## config.mk

```make
export PLATFORM = sky130hd
export DESIGN_NAME = gpio_cn_port
export DESIGN_NICKNAME = d
export VERILOG_FILES = /design/src/rtl/gpio_cn_pkg.sv /design/src/rtl/gpio_cn_sync.sv /design/src/rtl/gpio_cn_regs.sv /design/src/rtl/gpio_cn_detect.sv /design/src/rtl/gpio_cn_port.sv
export SDC_FILE = /design/constraint.sdc
export NUM_CORES = 1
export LEC_CHECK = 0
export BUFFER_PORTS_ARGS = -buffer_cell sky130_fd_sc_hd__buf_4
export CAP_MARGIN = 20
export CORE_ASPECT_RATIO = 1.1
export CORE_MARGIN = 2
export CORE_UTILIZATION = 45
export CTS_BUF_LIST = sky130_fd_sc_hd__clkbuf_4 sky130_fd_sc_hd__clkbuf_8
export DETAILED_ROUTE_END_ITERATION = 8
export PLACE_DENSITY = 0.66
export RECOVER_POWER = 50
export SYNTH_ARGS = -nofsm -noshare
export SYNTH_HDL_FRONTEND = slang
export SYNTH_HIERARCHICAL = 1
export SYNTH_SLANG_ARGS = --single-unit
```

## constraint.sdc

```tcl
create_clock -name clk -period 1.8 [get_ports clk]
set_clock_uncertainty 0.1 [all_clocks]
set_input_delay 0.36 -clock clk [delete_from_list [all_inputs] [get_ports clk]]
set_output_delay 0.36 -clock clk [all_outputs]
set_load 0.01 [all_outputs]
```

## src/rtl/gpio_cn_pkg.sv

```systemverilog
package gpio_cn_pkg;
   localparam int unsigned SEL_W = 3;

   typedef enum logic [SEL_W-1:0] {
      SEL_DIR  = 3'd0,
      SEL_LAT  = 3'd1,
      SEL_ANA  = 3'd2,
      SEL_CNE  = 3'd3,
      SEL_PUE  = 3'd4,
      SEL_PIN  = 3'd5,
      SEL_FLG  = 3'd6,
      SEL_RSV  = 3'd7
   } reg_sel_e;
endpackage

```

## src/rtl/gpio_cn_sync.sv

```systemverilog
module gpio_cn_sync #(
   parameter int unsigned WIDTH  = 8,
   parameter int unsigned STAGES = 2
) (
   input  logic             clk,
   input  logic             rst_n,
   input  logic [WIDTH-1:0] async_in,
   output logic [WIDTH-1:0] sync_out
);
   if (STAGES < 2) begin : g_bad_stages
      $error("gpio_cn_sync: STAGES must be at least 2");
   end

   logic [WIDTH-1:0] chain [STAGES];

   for (genvar s = 0; s < STAGES; s++) begin : g_stage
      if (s == 0) begin : g_first
         always_ff @(posedge clk) begin
            if (!rst_n) chain[s] <= '0;
            else        chain[s] <= async_in;
         end
      end else begin : g_next
         always_ff @(posedge clk) begin
            if (!rst_n) chain[s] <= '0;
            else        chain[s] <= chain[s-1];
         end
      end
   end

   assign sync_out = chain[STAGES-1];
endmodule

```

## src/rtl/gpio_cn_regs.sv

```systemverilog
module gpio_cn_regs
   import gpio_cn_pkg::*;
#(
   parameter int unsigned NPINS = 8
) (
   input  logic             clk,
   input  logic             rst_n,
   input  logic             we,
   input  logic [SEL_W-1:0] addr,
   input  logic [NPINS-1:0] wdata,
   input  logic [NPINS-1:0] pin_sync,
   input  logic             flag,
   output logic [NPINS-1:0] dir_q,
   output logic [NPINS-1:0] lat_q,
   output logic [NPINS-1:0] ana_q,
   output logic [NPINS-1:0] cne_q,
   output logic [NPINS-1:0] pue_q,
   output logic [NPINS-1:0] view_q,
   output logic             clr_req,
   output logic [NPINS-1:0] rdata
);
   reg_sel_e sel;
   assign sel = reg_sel_e'(addr);

   always_ff @(posedge clk) begin
      if (!rst_n) begin
         dir_q <= '1;
         lat_q <= '0;
         ana_q <= '0;
         cne_q <= '0;
         pue_q <= '0;
      end else if (we) begin
         case (sel)
            SEL_DIR: dir_q <= wdata;
            SEL_LAT: lat_q <= wdata;
            SEL_ANA: ana_q <= wdata;
            SEL_CNE: cne_q <= wdata;
            SEL_PUE: pue_q <= wdata;
            default: ;
         endcase
      end
   end

   // Registered pin view: gives the one-cycle read lag after writes.
   always_ff @(posedge clk) begin
      if (!rst_n) view_q <= '0;
      else        view_q <= ~ana_q & ((dir_q & pin_sync) | (~dir_q & lat_q));
   end

   assign clr_req = we && (sel == SEL_FLG) && wdata[0];

   always_comb begin
      rdata = '0;
      case (sel)
         SEL_DIR: rdata = dir_q;
         SEL_LAT: rdata = lat_q;
         SEL_ANA: rdata = ana_q;
         SEL_CNE: rdata = cne_q;
         SEL_PUE: rdata = pue_q;
         SEL_PIN: rdata = view_q;
         SEL_FLG: rdata[0] = flag;
         default: rdata = '0;
      endcase
   end
endmodule

```

## src/rtl/gpio_cn_detect.sv

```systemverilog
module gpio_cn_detect #(
   parameter int unsigned NPINS = 8
) (
   input  logic             clk,
   input  logic             rst_n,
   input  logic [NPINS-1:0] pin_sync,
   input  logic [NPINS-1:0] cne,
   input  logic [NPINS-1:0] ana,
   input  logic             clr_req,
   output logic             change_any,
   output logic             flag
);
   logic [NPINS-1:0] prev_q;
   logic [NPINS-1:0] hit;

   always_ff @(posedge clk) begin
      if (!rst_n) prev_q <= '0;
      else        prev_q <= pin_sync;
   end

   for (genvar i = 0; i < NPINS; i++) begin : g_pin
      assign hit[i] = cne[i] & ~ana[i] & (pin_sync[i] ^ prev_q[i]);
   end

   assign change_any = |hit;

   always_ff @(posedge clk) begin
      if (!rst_n) flag <= 1'b0;
      else        flag <= (flag & ~clr_req) | change_any;
   end
endmodule

```

## src/rtl/gpio_cn_port.sv

```systemverilog
module gpio_cn_port
   import gpio_cn_pkg::*;
#(
   parameter int unsigned NPINS       = 8,
   parameter int unsigned SYNC_STAGES = 2
) (
   input  logic             clk,
   input  logic             rst_n,
   input  logic             bus_we,
   input  logic [SEL_W-1:0] bus_addr,
   input  logic [NPINS-1:0] bus_wdata,
   output logic [NPINS-1:0] bus_rdata,
   input  logic [NPINS-1:0] pin_in,
   output logic [NPINS-1:0] pin_out,
   output logic [NPINS-1:0] pin_oe,
   output logic [NPINS-1:0] pullup_en,
   output logic             irq
);
   if (NPINS < 1 || NPINS > 32) begin : g_bad_npins
      $error("gpio_cn_port: NPINS must be within 1..32");
   end

   logic [NPINS-1:0] pin_sync;
   logic [NPINS-1:0] dir_q, lat_q, ana_q, cne_q, pue_q, view_q;
   logic             clr_req, change_any, flag;

   gpio_cn_sync #(.WIDTH(NPINS), .STAGES(SYNC_STAGES)) u_sync (
      .clk(clk), .rst_n(rst_n), .async_in(pin_in), .sync_out(pin_sync)
   );

   gpio_cn_regs #(.NPINS(NPINS)) u_regs (
      .clk(clk), .rst_n(rst_n), .we(bus_we), .addr(bus_addr),
      .wdata(bus_wdata), .pin_sync(pin_sync), .flag(flag),
      .dir_q(dir_q), .lat_q(lat_q), .ana_q(ana_q), .cne_q(cne_q),
      .pue_q(pue_q), .view_q(view_q), .clr_req(clr_req), .rdata(bus_rdata)
   );

   gpio_cn_detect #(.NPINS(NPINS)) u_detect (
      .clk(clk), .rst_n(rst_n), .pin_sync(pin_sync), .cne(cne_q),
      .ana(ana_q), .clr_req(clr_req), .change_any(change_any), .flag(flag)
   );

   assign pin_out   = lat_q;
   assign pin_oe    = ~dir_q;
   assign pullup_en = pue_q & dir_q;
   assign irq       = flag;
endmodule

```

---- Word level (Yosys, flattened, before mapping) ----
Memory sizes are Yosys's and may differ from the RTL's.
Cells that the tools add are included.
operators by class
  equality and inequality tests ........... 6
  mux-type cells .......................... 6
  bitwise logic cells ..................... 44
  reduce and logical (&&, ||, !) cells .... 9
operators with widths
  operator              count
  $pmux W7 S6           1
  $and A8 B8 Y8         4
  $and A1 B1 Y1         17
  $mux W8               2
  $not A8 Y8            2
  $reduce_and A2 Y1     5
  $eq A3 B3 Y1 const B  3
  $not A1 Y1            9
  $or A8 B8 Y8          1
  $reduce_or A8 Y1      1
  $xor A1 B1 Y1         8
  $pmux W1 S7           1
  $eq A3 B2 Y1 const B  2
  $eq A3 B1 Y1 const B  1
  $logic_not A3 Y1      1
  $or A1 B1 Y1          3
  $logic_and A1 B1 Y1   2
  $mux W1               2
storage, ports and cells
  register bits after elaboration ......... 57
  bits in writable memories ............... 16
  input port bits ......................... 22
  output and inout port bits .............. 33
  word-level logic and storage cells ...... 74
  memories ................................ 1
memory list
  name          words  bits a word  rd ports  clocked after Yosys merged registers in  wr ports  line                RTL
  u_sync.chain  2      8            2         0                                        2         gpio_cn_sync.sv:14  logic [WIDTH-1:0] chain [STAGES];

---- Longest topological paths before layout ----
Gate-level depths: netlist of run 1.
  depth after elaboration ................. 6
  gate-level depth with buffers ........... 6
  gate-level depth less buffers ........... 4

---- Modules after synthesis ----
The synthesis of run 1 kept the hierarchy.
modules (own cells, without submodules)
  module          times used  cells each  area an instance (µm²)  seq. area each (µm²)
  gpio_cn_regs    1           234         2336.0                  960.9
  gpio_cn_sync    1           33          446.7                   320.3
  gpio_cn_detect  1           40          400.4                   180.2
  gpio_cn_port    1           16          80.1                    0.0

---- Worst setup path before layout of run 1 ----
OpenSTA, ideal clock, no wires.
  path kind ............................... in2out
  start ................................... input bus_addr[2]
  end ..................................... output bus_rdata[0]
  arrival time ............................ 1239 ps
  required time ........................... 1340 ps
  setup slack ............................. 101 ps
  stages on the path ...................... 4
  buffers on the path ..................... 2
  cells stage by stage .................... buf_4 clkbuf_1 a2111oi_0 a311oi_1
between the ends
  cells in the longest elaborated chain, start to end .. 2
  elaborated cells on any way between the ends .. 8
  classes of those cells .................. eq/ne (6); mux (1); reduce/logical (1)
RTL lines
  what                                        line                RTL
  from (decl)                                 gpio_cn_port.sv:10  input logic [SEL_W-1:0] bus_addr,
  $eq A3 B3 Y1, or another cell as far along  gpio_cn_regs.sv:54  case (sel)
  $pmux W1 S7 (*)                             gpio_cn_regs.sv:54
  to (decl)                                   gpio_cn_port.sv:12  output logic [NPINS-1:0] bus_rdata,
Mark *: on every way between the ends. The rest lies on a longest branch, timed or not.

---- Worst setup path after layout of run 1 ----
  start ................................... register u_regs.pue_q[0]
  end ..................................... output bus_rdata[0]
between the ends
  cells in the longest elaborated chain, start to end .. 1
RTL lines
  what                    line                RTL
  from (decl)             gpio_cn_regs.sv:17  output logic [NPINS-1:0] pue_q,
  from (signal assigned)  gpio_cn_regs.sv:38  SEL_PUE: pue_q <= wdata;
  $pmux W1 S7             gpio_cn_regs.sv:54
No other way between the ends.

==> flow_metrics.py, run 1 <==
metrics = {
    "sta": {
        "setup_total_negative_slack_ns": 0,
        "timing_max_transition_violations_final": 0,
        "finalCriticalPeriod_ns": 1.80,
        "rsz0062_at_grt": "yes",
        "finalWorstSetupSlack_ns": 0.000380,
        "fin_crit_sh": 1.00,
        "hold_viol_final": 0,
        "worst_slew_pin_slew_ns": 1.35,
        "max_freq_mhz": 556,
        "setup_viol": 0,
        "slew_headroom": 0.0978,
    },
    "logic_synthesis": {
        "post_synth_most_frequent_cells": "73 x dfxtp_1, 52 x mux2i_1, 32 x nand2_1, 26 x nor2b_1, 20 x and2_1",
        "synth-warning-count": 6,
        "yosys_register_bits": 73,
        "synth_cell_type_count": 34,
        "share_of_yosys_cell_area_claimed_by_the_top_area_cell_type": 0.448,
        "number_of_flops_mapped_to_enable_cells_by_yosys": 0,
        "yosysMostFrequentCell": "dfxtp_1",
        "synthesis.nets": 345,
        "asyncSetResetFlopFracSynth": 0,
        "synth.largest_area_cell": "dfxtp_1",
        "cell_types_with_the_largest_area_share_after_synthesis": "dfxtp_1 45%, mux2i_1 16%, nor2b_1 5.0%",
        "syn_inst": 323,
        "most_used_flip_flop_cell_after_synthesis": "dfxtp_1",
        "synth.avg_cell_area_um2": 10.1,
        "syn_area_um2": 3260,
        "synth_seq_area_share": 0.448,
    },
    "clock_tree": {
        "cts.clk_slew.worst_paths_ns": 0.08,
        "clock_insertion_delay_at_the_later_pin_of_the_skew_report_ns": 0.34,
        "numClockSinks": 73,
        "clock_tree_root_buffer_cell": "clkbuf_8",
        "clock_tree.htree_level_count": 3,
        "number_of_clock_buffers_inserted_by_tritoncts": 9,
        "tritoncts": "done",
        "cts.path.max_buffers": 2,
        "postCtsHoldBufs": 0,
    },
    "grt": {
        "first_global_vias": 2309,
        "number_of_antenna_violations_at_the_first_check_in_global_routing": 0,
        "grt_use_total": 0.194,
        "grt_overflow_total": 0,
        "maximum_number_of_pins_on_one_net_before_global_route_repair": 37,
        "grt_pass1_wl_um": 11900,
    },
    "route": {
        "m1WireLength_um": 3540,
        "drt.antenna.violating_nets": 0,
        "detail_route.drc_violations": 0,
        "routedWlPerCell_um": 15.3,
        "met3_wirelength_um": 281,
        "detail_route.iter0.violations": 98,
        "drt-pass1-iter-count": 4,
        "vias_per_cell": 5.06,
        "routed-via-count": 2472,
        "topRoutingLayerUsed": "met4",
        "drt_wl_total_um": 7500,
        "dr_wl_met2_um": 3540,
    },
    "critical_path": {
        "crit_fanout": 3,
        "timing.critical_path.required_ns": 1.34,
        "critical_path_data_arrival_time_ns": 1.34,
        "setup.worst_path.class": "register to output port",
        "kind_of_start_point_of_the_critical_path": "register",
        "timing.critical_path.to_type": "output port",
    },
    "floorplanning": {
        "die-area_um2": 7950,
        "placeableCoreArea_um2": 7010,
        "die-width_um": 85.2,
        "initial_standard_cell_utilization_of_the_core": 0.466,
        "die_height_um": 93.3,
        "placementRows": 32,
        "ioPinCount": 55,
    },
    "outcome": {
        "result_of_the_run": "finished, final reports clean",
    },
    "pwr": {
        "ir_drop_mv": 0.462,
        "power_switching_mw": 0.808,
        "power_frac_comb": 0.108,
        "power.share.clock": 0.415,
        "lkg_pwr_nw": 1.82,
        "internal_cell_power_mw": 2.74,
        "power.density_cell_area_nw_per_um2": 837,
        "p_sw_frac": 0.228,
        "sequentialPowerShare": 0.477,
    },
    "finish": {
        "flow.area_growth_from_synthesis_pct": 29.9,
        "fin_nets": 421,
        "sequential_area_um2": 1490,
        "drive_above_1_share": 0.344,
        "insertedDiodeCount": 0,
        "multi_input_area_um2": 1670,
        "final.fill_count": 632,
    },
    "placement": {
        "dp.final_hpwl_um": 5120,
        "gp_congestion": 0.814,
        "io_buffer_count": 54,
        "detailedPlace.worstSlack_ns": -0.0785,
    },
    "worst_hold_path": {
        "hp-class": "input pin to register",
    },
    "flow_run": {
        "drv.max_cap_violation_count": 0,
    },
}
[metrics by stage]
| step | util | instance area [um2] | power [mW] | std cells | hold slack, ns |
|---|---|---|---|---|---|
| 2_1_floorplan | - | 3260 | 1.94 | 323 | 0.312 |
| 3_3_place_gp | 0.553 | 3870 | 2.09 | 466 | 0.314 |
| 3_5_place_dp | 0.553 | 3870 | 2.10 | 466 | 0.320 |
| 4_1_cts | 0.597 | 4180 | 3.58 | 486 | 0.122 |
| 5_1_grt | 0.605 | 4240 | 3.67 | 489 | 0.125 |
| 6_report | 0.605 | 4240 | 3.55 | 489 | 0.132 |
[worst max-delay path, stage by stage, from the launching register on]
cell and delay, ns:
dfxtp_2 0.34, mux2_4 0.27, o22ai_2 0.17, a311oi_1 0.06, buf_4 0.16
[routing by layer]
metal | up-vias | track usage
met5 | - | 0
met4 | 0 | 0.0847
met3 | 12 | 0.0344
met2 | 53 | 0.307
met1 | 1160 | 0.257
li1 | 1247 | -
[area by class of cell]
cell class | instances | share of cell area
Clock inverter | 4 | 0.0174
Tap cell | 85 | 0.0251
Timing Repair Buffer | 84 | 0.161
Clock buffer | 12 | 0.0375
Sequential cell | 73 | 0.352
Inverter | 14 | 0.0124
Multi-Input combinational cell | 217 | 0.394
[power groups by stage]
stage | clock network, mW | registers [mW] | logic, mW
after floorplan | 0 | 1.73 | 0.208
after global placement | 0 | 1.74 | 0.360
after detailed placement | 0 | 1.74 | 0.365
after CTS | 1.51 | 1.70 | 0.377
after global routing | 1.56 | 1.70 | 0.415
final | 1.47 | 1.69 | 0.384
[logic make-up (layout without fill, tap and decap cells)]
logic type / count (synthesis) / in the layout / synth area share
AO/OA/AOI/OAI: 28 / 28 / 0.0675
XOR/XNOR: 8 / 8 / 0.0215
buffers and inverters: 33 / 114 / 0.0541
flip-flops: 73 / 73 / 0.448
multiplexers: 54 / 54 / 0.166
AND/OR/NAND/NOR: 127 / 127 / 0.243
[path summary, 6_finish.rpt]
kind	from	endpoint	slack [ns]	cells past startpoint
max	u_regs/pue_q[0]$_SDFFE_PN0P_	bus_rdata[0]	0.0004	4
min	pin_in[0]	u_sync/chain[0][0]$_SDFF_PN0_	0.13	2
max reg2reg	u_sync/chain[1][5]$_SDFF_PN0_	u_detect/flag$_SDFF_PN0_	0.20	4
min reg2reg	u_sync/chain[0][2]$_SDFF_PN0_	u_sync/chain[1][2]$_SDFF_PN0_	0.33	1
[cell usage in the layout, fill, tap and decap left out, drive strengths merged, types with 4 or more instances in the layout]
master  netlist  routed
buf          13      83
dfxtp        73      73
mux2i        52      52
nand2        32      32
and2         32      32
nor2b        26      26
inv          14      15
clkbuf        6      13
nand3         9       9
nor3b         9       9
xnor2         8       8
nand2b        8       8
a21boi        8       8
o32ai         4       4
o221ai        4       4
[sequential cells by signal, summed over array words and instances, names as in the netlist]
signal,count
u_sync/chain,16
u_detect/prev_q,8
u_regs/ana_q,8
u_regs/cne_q,8
u_regs/dir_q,8
u_regs/lat_q,8
u_regs/pue_q,8
u_regs/view_q,8
u_detect/flag,1
[repair_timing]
item,in CTS,in global routing
buffers inserted,4,3
resized for setup,22,13
setup endpoints to repair,7,8
pin swaps,3,1
Power figures use the tool's default switching activity.
==> run 2, diff against run 1 <==
--- a/config.mk
+++ b/config.mk
@@ -13,7 +13,6 @@
 export CTS_BUF_LIST = sky130_fd_sc_hd__clkbuf_4 sky130_fd_sc_hd__clkbuf_8
 export DETAILED_ROUTE_END_ITERATION = 8
 export PLACE_DENSITY = 0.66
-export RECOVER_POWER = 50
 export SYNTH_ARGS = -nofsm -noshare
 export SYNTH_HDL_FRONTEND = slang
 export SYNTH_HIERARCHICAL = 1
==> constraint.sdc (replaced) <==
create_clock -name clk -period 1.8 [get_ports clk]
set_clock_uncertainty 0.1 [all_clocks]
set_input_delay 0.36 -clock clk [delete_from_list [all_inputs] [get_ports clk]]
set_output_delay 0.36 -clock clk [all_outputs]
set_load 0.005 [all_outputs]
==> flow_metrics.py, run 2 (same netlist as run 1, synthesis figures left out) <==
metrics = {
    "flow_run": {
        "drv.max_cap_violation_count": 0,
    },
    "outcome": {
        "result_of_the_run": "finished with violations",
        "violations_in_the_final_reports": "setup timing",
    },
    "finish": {
        "layout_common_cells": "88 x buf_4, 57 x dfxtp_1, 52 x mux2i_1",
        "drive_above_1_share": 0.367,
        "largest_reg_flops": 16,
        "fin_nets": 431,
        "insertedDiodeCount": 0,
        "layout_commonest_cell": "buf_4",
        "regMostFlops": "u_sync/chain",
        "flow.area_growth_from_synthesis_pct": 31.4,
    },
    "route": {
        "drt-pass1-iter-count": 5,
        "detail_route.drc_violations": 0,
        "routedWlPerCell_um": 15.5,
        "routed-via-count": 2524,
        "drt.antenna.violating_nets": 0,
        "vias_per_cell": 5.06,
        "detail_route.iter0.violations": 97,
        "drt_wl_total_um": 7730,
    },
    "grt": {
        "number_of_antenna_violations_at_the_first_check_in_global_routing": 0,
        "maximum_number_of_pins_on_one_net_before_global_route_repair": 33,
        "grt_use_total": 0.198,
        "grt_overflow_total": 0,
        "grt_pass1_wl_um": 12000,
        "first_global_vias": 2366,
    },
    "sta": {
        "finalCriticalPeriod_ns": 1.82,
        "fin_crit_sh": 1.01,
        "worst_slew_pin_slew_ns": 0.432,
        "fin_hold_ws_ns": 0.129,
        "setup_viol": 1,
        "slew_headroom": 0.711,
        "max_freq_mhz": 550,
        "rsz0062_at_grt": "yes",
        "finalWorstSetupSlack_ns": -0.0189,
        "hold_viol_final": 0,
        "timing_max_transition_violations_final": 0,
    },
    "critical_path": {
        "critical-path-slowest-cell": "dfxtp_2",
        "timing.critical_path.to_type": "output port",
        "worst-path-stages": 4,
        "endpoint": "bus_rdata[0]",
        "path_delay_family": "flip-flops",
        "critical_path_data_arrival_time_ns": 1.36,
        "timing.critical_path.from": "u_regs/pue_q[0]$_SDFFE_PN0P_",
        "timing.critical_path.required_ns": 1.34,
        "setup.worst_path.class": "register to output port",
        "rr_startpoint": "u_sync/chain[1][1]$_SDFF_PN0_",
        "rrSetupSlack_ns": 0.20,
        "timing.critical_path.cells": "mux2_4, o22ai_2, a311oi_1, buf_4",
        "crit_fanout": 3,
        "regToRegEndpoint": "u_detect/flag$_SDFF_PN0_",
        "critPathMaxStageDelay_ns": 0.34,
        "path_buf_inv": 1,
        "kind_of_start_point_of_the_critical_path": "register",
        "rr_worst_depth": 4,
    },
    "pwr": {
        "ir_drop_mv": 0.435,
        "lkg_pwr_nw": 1.86,
        "totalPowerFinal_mw": 3.37,
        "power.density_cell_area_nw_per_um2": 786,
    },
    "clock_tree": {
        "cts.clk_slew.worst_paths_ns": 0.08,
        "clock_tree_root_buffer_cell": "clkbuf_8",
        "cts.path.max_buffers": 2,
        "tritoncts": "done",
        "clock_tree.htree_level_count": 3,
        "numClockSinks": 73,
        "clock_insertion_delay_at_the_later_pin_of_the_skew_report_ns": 0.34,
        "number_of_clock_buffers_inserted_by_tritoncts": 9,
    },
    "floorplanning": {
        "ioPinCount": 55,
        "die_height_um": 93.3,
        "initial_standard_cell_utilization_of_the_core": 0.466,
        "placementRows": 32,
        "die-width_um": 85.2,
        "placeableCoreArea_um2": 7010,
        "die-area_um2": 7950,
    },
    "placement": {
        "detailedPlace.worstSlack_ns": -0.0402,
        "dp.final_hpwl_um": 5180,
        "io_buffer_count": 54,
        "gp_congestion": 0.794,
    },
    "worst_hold_path": {
        "hp-class": "input pin to register",
        "hold_depth": 2,
    },
}
## run 2: metrics by stage
step	area [um2]	TNS (ns)	utilization	std cells
4_1_cts	4180	-0.0303	0.596	491
2_1_floorplan	3260	0	-	323
3_3_place_gp	3910	-0.0216	0.558	471
3_5_place_dp	3910	-0.0577	0.558	471
5_1_grt	4290	-0.152	0.612	499
6_report	4290	-0.0189	0.612	499
## run 2: worst min path at each step
stage	end	slack, ns	start
final	u_sync/chain[0][7]$_SDFF_PN0_	0.13	pin_in[7]
after global routing	u_sync/chain[0][1]$_SDFF_PN0_	0.11	pin_in[1]
after CTS	u_sync/chain[0][1]$_SDFF_PN0_	0.11	pin_in[1]
after detailed placement	u_sync/chain[1][1]$_SDFF_PN0_	0.32	u_sync/chain[0][1]$_SDFF_PN0_
after global placement	u_sync/chain[1][1]$_SDFF_PN0_	0.31	u_sync/chain[0][1]$_SDFF_PN0_
after floorplan	u_sync/chain[1][1]$_SDFF_PN0_	0.31	u_sync/chain[0][1]$_SDFF_PN0_
## run 2: final cells by class
class	count	area [um2]
Timing Repair Buffer	94	763
Sequential cell	73	1500
Clock buffer	10	131
Fill cell	623	2720
Clock inverter	6	67.6
Inverter	14	52.6
Tap cell	85	106
Multi-Input combinational cell	217	1670
## run 2: what timing repair did
| item | in CTS | in global routing |
|---|---|---|
| hold buffers | 0 | 0 |
| setup buffers | 4 | 8 |
| gates resized for setup | 23 | 14 |
| endpoints found under the setup margin | 7 | 8 |
| pin swaps | 2 | 3 |
## run 2: worst register-to-register path, stage by stage (launching register included)
cell and delay, ns:
dfxtp_1 0.33, xnor2_1 0.21, o32ai_1 0.12, or4_4 0.54
o21a_1 0.19
## run 2: where the power goes
part	total, mW	leakage (nW)	internal, mW	switching [mW]
clock network	1.28	0.0963	0.660	0.623
logic	0.396	1.16	0.224	0.172
registers	1.69	0.598	1.66	0.0316
## run 2: per-layer routing
layer / wire (um) / GRT usage
met5: 0 / 0
met2: 3800 / 0.313
met3: 316 / 0.0300
met4: 68 / 0.0913
met1: 3550 / 0.267
==> run 3, diff against run 2 <==
--- a/config.mk
+++ b/config.mk
@@ -10,9 +10,9 @@
 export CORE_ASPECT_RATIO = 1.1
 export CORE_MARGIN = 2
 export CORE_UTILIZATION = 45
-export CTS_BUF_LIST = sky130_fd_sc_hd__clkbuf_4 sky130_fd_sc_hd__clkbuf_8
+export CTS_BUF_LIST = sky130_fd_sc_hd__clkbuf_4
 export DETAILED_ROUTE_END_ITERATION = 8
-export PLACE_DENSITY = 0.66
+export PLACE_DENSITY_LB_ADDON = 0.05
 export SYNTH_ARGS = -nofsm -noshare
 export SYNTH_HDL_FRONTEND = slang
 export SYNTH_HIERARCHICAL = 1
==> flow_metrics.py, run 3 (same netlist as run 1, synthesis figures left out) <==
metrics = {
    "outcome": {
        "result_of_the_run": "finished with violations",
        "violations_in_the_final_reports": "setup timing",
    },
    "grt": {
        "maximum_number_of_pins_on_one_net_before_global_route_repair": 36,
        "first_global_vias": 2401,
        "grt_overflow_total": 0,
        "number_of_antenna_violations_at_the_first_check_in_global_routing": 0,
        "grt_use_total": 0.201,
        "grt_pass1_wl_um": 12300,
    },
    "sta": {
        "setup_viol": 8,
        "max_freq_mhz": 536,
        "fin_crit_sh": 1.04,
        "timing_max_transition_violations_final": 0,
        "finalWorstSetupSlack_ns": -0.0647,
        "worst_slew_pin_slew_ns": 0.474,
        "hold_viol_final": 0,
        "finalCriticalPeriod_ns": 1.86,
        "rsz0062_at_grt": "yes",
        "slew_headroom": 0.684,
    },
    "route": {
        "routedWlPerCell_um": 15.6,
        "detail_route.iter0.violations": 56,
        "vias_per_cell": 5.11,
        "drt_wl_total_um": 7750,
        "drt-pass1-iter-count": 4,
        "drt.antenna.violating_nets": 0,
        "routed-via-count": 2538,
        "detail_route.drc_violations": 0,
    },
    "floorplanning": {
        "die-width_um": 85.2,
        "initial_standard_cell_utilization_of_the_core": 0.466,
        "ioPinCount": 55,
        "placementRows": 32,
        "placeableCoreArea_um2": 7010,
        "die-area_um2": 7950,
        "die_height_um": 93.3,
    },
    "critical_path": {
        "setup.worst_path.class": "register to output port",
        "timing.critical_path.required_ns": 1.34,
        "kind_of_start_point_of_the_critical_path": "register",
        "timing.critical_path.to_type": "output port",
        "rr_worst_depth": 4,
        "rrSetupSlack_ns": 0.21,
        "critical_path_data_arrival_time_ns": 1.40,
        "rr_startpoint": "u_sync/chain[1][1]$_SDFF_PN0_",
        "crit_fanout": 2,
        "regToRegEndpoint": "u_detect/flag$_SDFF_PN0_",
    },
    "pwr": {
        "ir_drop_mv": 0.501,
        "lkg_pwr_nw": 1.81,
        "power_frac_comb": 0.120,
        "power.share.clock": 0.338,
        "p_sw_frac": 0.259,
        "sequentialPowerShare": 0.542,
        "power.density_cell_area_nw_per_um2": 749,
        "internal_cell_power_mw": 2.31,
        "power_switching_mw": 0.809,
    },
    "finish": {
        "layout_commonest_cell": "buf_4",
        "layout_common_cells": "90 x buf_4, 55 x dfxtp_1, 52 x mux2i_1",
        "flow.area_growth_from_synthesis_pct": 27.8,
        "insertedDiodeCount": 0,
        "drive_above_1_share": 0.367,
        "largest_reg_flops": 16,
        "final.fill_count": 640,
        "fin_nets": 429,
        "design_area_um2": 4170,
        "regMostFlops": "u_sync/chain",
    },
    "worst_hold_path": {
        "hp-class": "input pin to register",
        "hold_depth": 2,
        "worstHoldStart": "pin_in[1]",
        "holdPathEnd": "u_sync/chain[0][1]$_SDFF_PN0_",
    },
    "placement": {
        "detailedPlace.worstSlack_ns": -0.0629,
        "gp_congestion": 0.819,
        "dp.final_hpwl_um": 5240,
        "io_buffer_count": 54,
        "post_dp_cell_area_um2": 3860,
    },
    "clock_tree": {
        "clock_insertion_delay_at_the_later_pin_of_the_skew_report_ns": 0.41,
        "cts.path.max_buffers": 2,
        "postCtsHoldBufs": 0,
        "tritoncts": "done",
        "clock_tree.htree_level_count": 3,
        "clock_tree_root_buffer_cell": "clkbuf_4",
        "cts.clk_slew.worst_paths_ns": 0.13,
        "numClockSinks": 73,
        "number_of_clock_buffers_inserted_by_tritoncts": 9,
    },
    "flow_run": {
        "drv.max_cap_violation_count": 0,
    },
}
==> run 3: cell count changes in the layout (fill, tap and decap cells not counted), moves of 2 or more <==
cell,delta
buf_12,-3
dfxtp_2,+3
nand2b_1,+2
buf_4,+2
clkbuf_8,-9
dfxtp_1,-2
clkbuf_4,+9
==> run 3: timing repair <==
action | in CTS | in global routing
buffers inserted | 12 | 0
gates resized for setup | 32 | 4
pin swaps | 1 | 4
cloned | 0 | 0
setup endpoints to repair | 8 | 8
==> run 3: layer usage <==
metal  wire [um]  track usage
met2        3670        0.309
met3         281       0.0424
met5           0            0
met1        3660        0.275
met4         134       0.0794
==> run 3: cell type report <==
| cell class | instances | area (um2) | share of cell area |
|---|---|---|---|
| Tap cell | 85 | 106 | 0.0255 |
| Sequential cell | 73 | 1500 | 0.359 |
| Timing Repair Buffer | 92 | 707 | 0.169 |
| Inverter | 14 | 52.6 | 0.0126 |
| Clock inverter | 6 | 67.6 | 0.0162 |
| Clock buffer | 10 | 75.1 | 0.0180 |
| Multi-Input combinational cell | 217 | 1670 | 0.400 |
==> run 3: stage by stage <==
step	util	setup TNS [ns]	hold slack, ns	instances	total power [mW]
floorplan	-	0	0.312	323	1.93
global placement	0.551	-0.366	0.315	469	2.08
detailed placement	0.551	-0.377	0.319	469	2.09
CTS	0.593	-0.403	0.0384	497	3.15
global route	0.595	-0.916	0.0163	497	3.26
finish	0.595	-0.302	0.0582	497	3.12
==> run 3: worst max path at each step <==
stage,startpoint,to,depth (start not counted)
6_report,u_regs/pue_q[0]$_SDFFE_PN0P_,bus_rdata[0],4
5_1_grt,u_regs/dir_q[0]$_SDFFE_PN1P_,bus_rdata[0],4
4_1_cts,u_regs/pue_q[0]$_SDFFE_PN0P_,bus_rdata[0],4
3_5_place_dp,bus_addr[0],bus_rdata[0],5
3_3_place_gp,bus_addr[0],u_regs/lat_q[2]$_SDFFE_PN0P_,6
2_1_floorplan,bus_addr[2],bus_rdata[2],4
==> run 3: critical path, cell delays in order, from the launching register on <==
cell,delay (ns)
dfxtp_2,0.35
mux2_1,0.29
o22ai_2,0.15
a311oi_1,0.06
buf_4,0.15
==> run 3: power groups by stage <==
stage / sequential (mW) / clock, mW / combinational, mW
2_1_floorplan: 1.73 / 0 / 0.199
5_1_grt: 1.70 / 1.16 / 0.407
4_1_cts: 1.69 / 1.08 / 0.376
6_report: 1.69 / 1.05 / 0.376
3_5_place_dp: 1.74 / 0 / 0.351
3_3_place_gp: 1.74 / 0 / 0.347
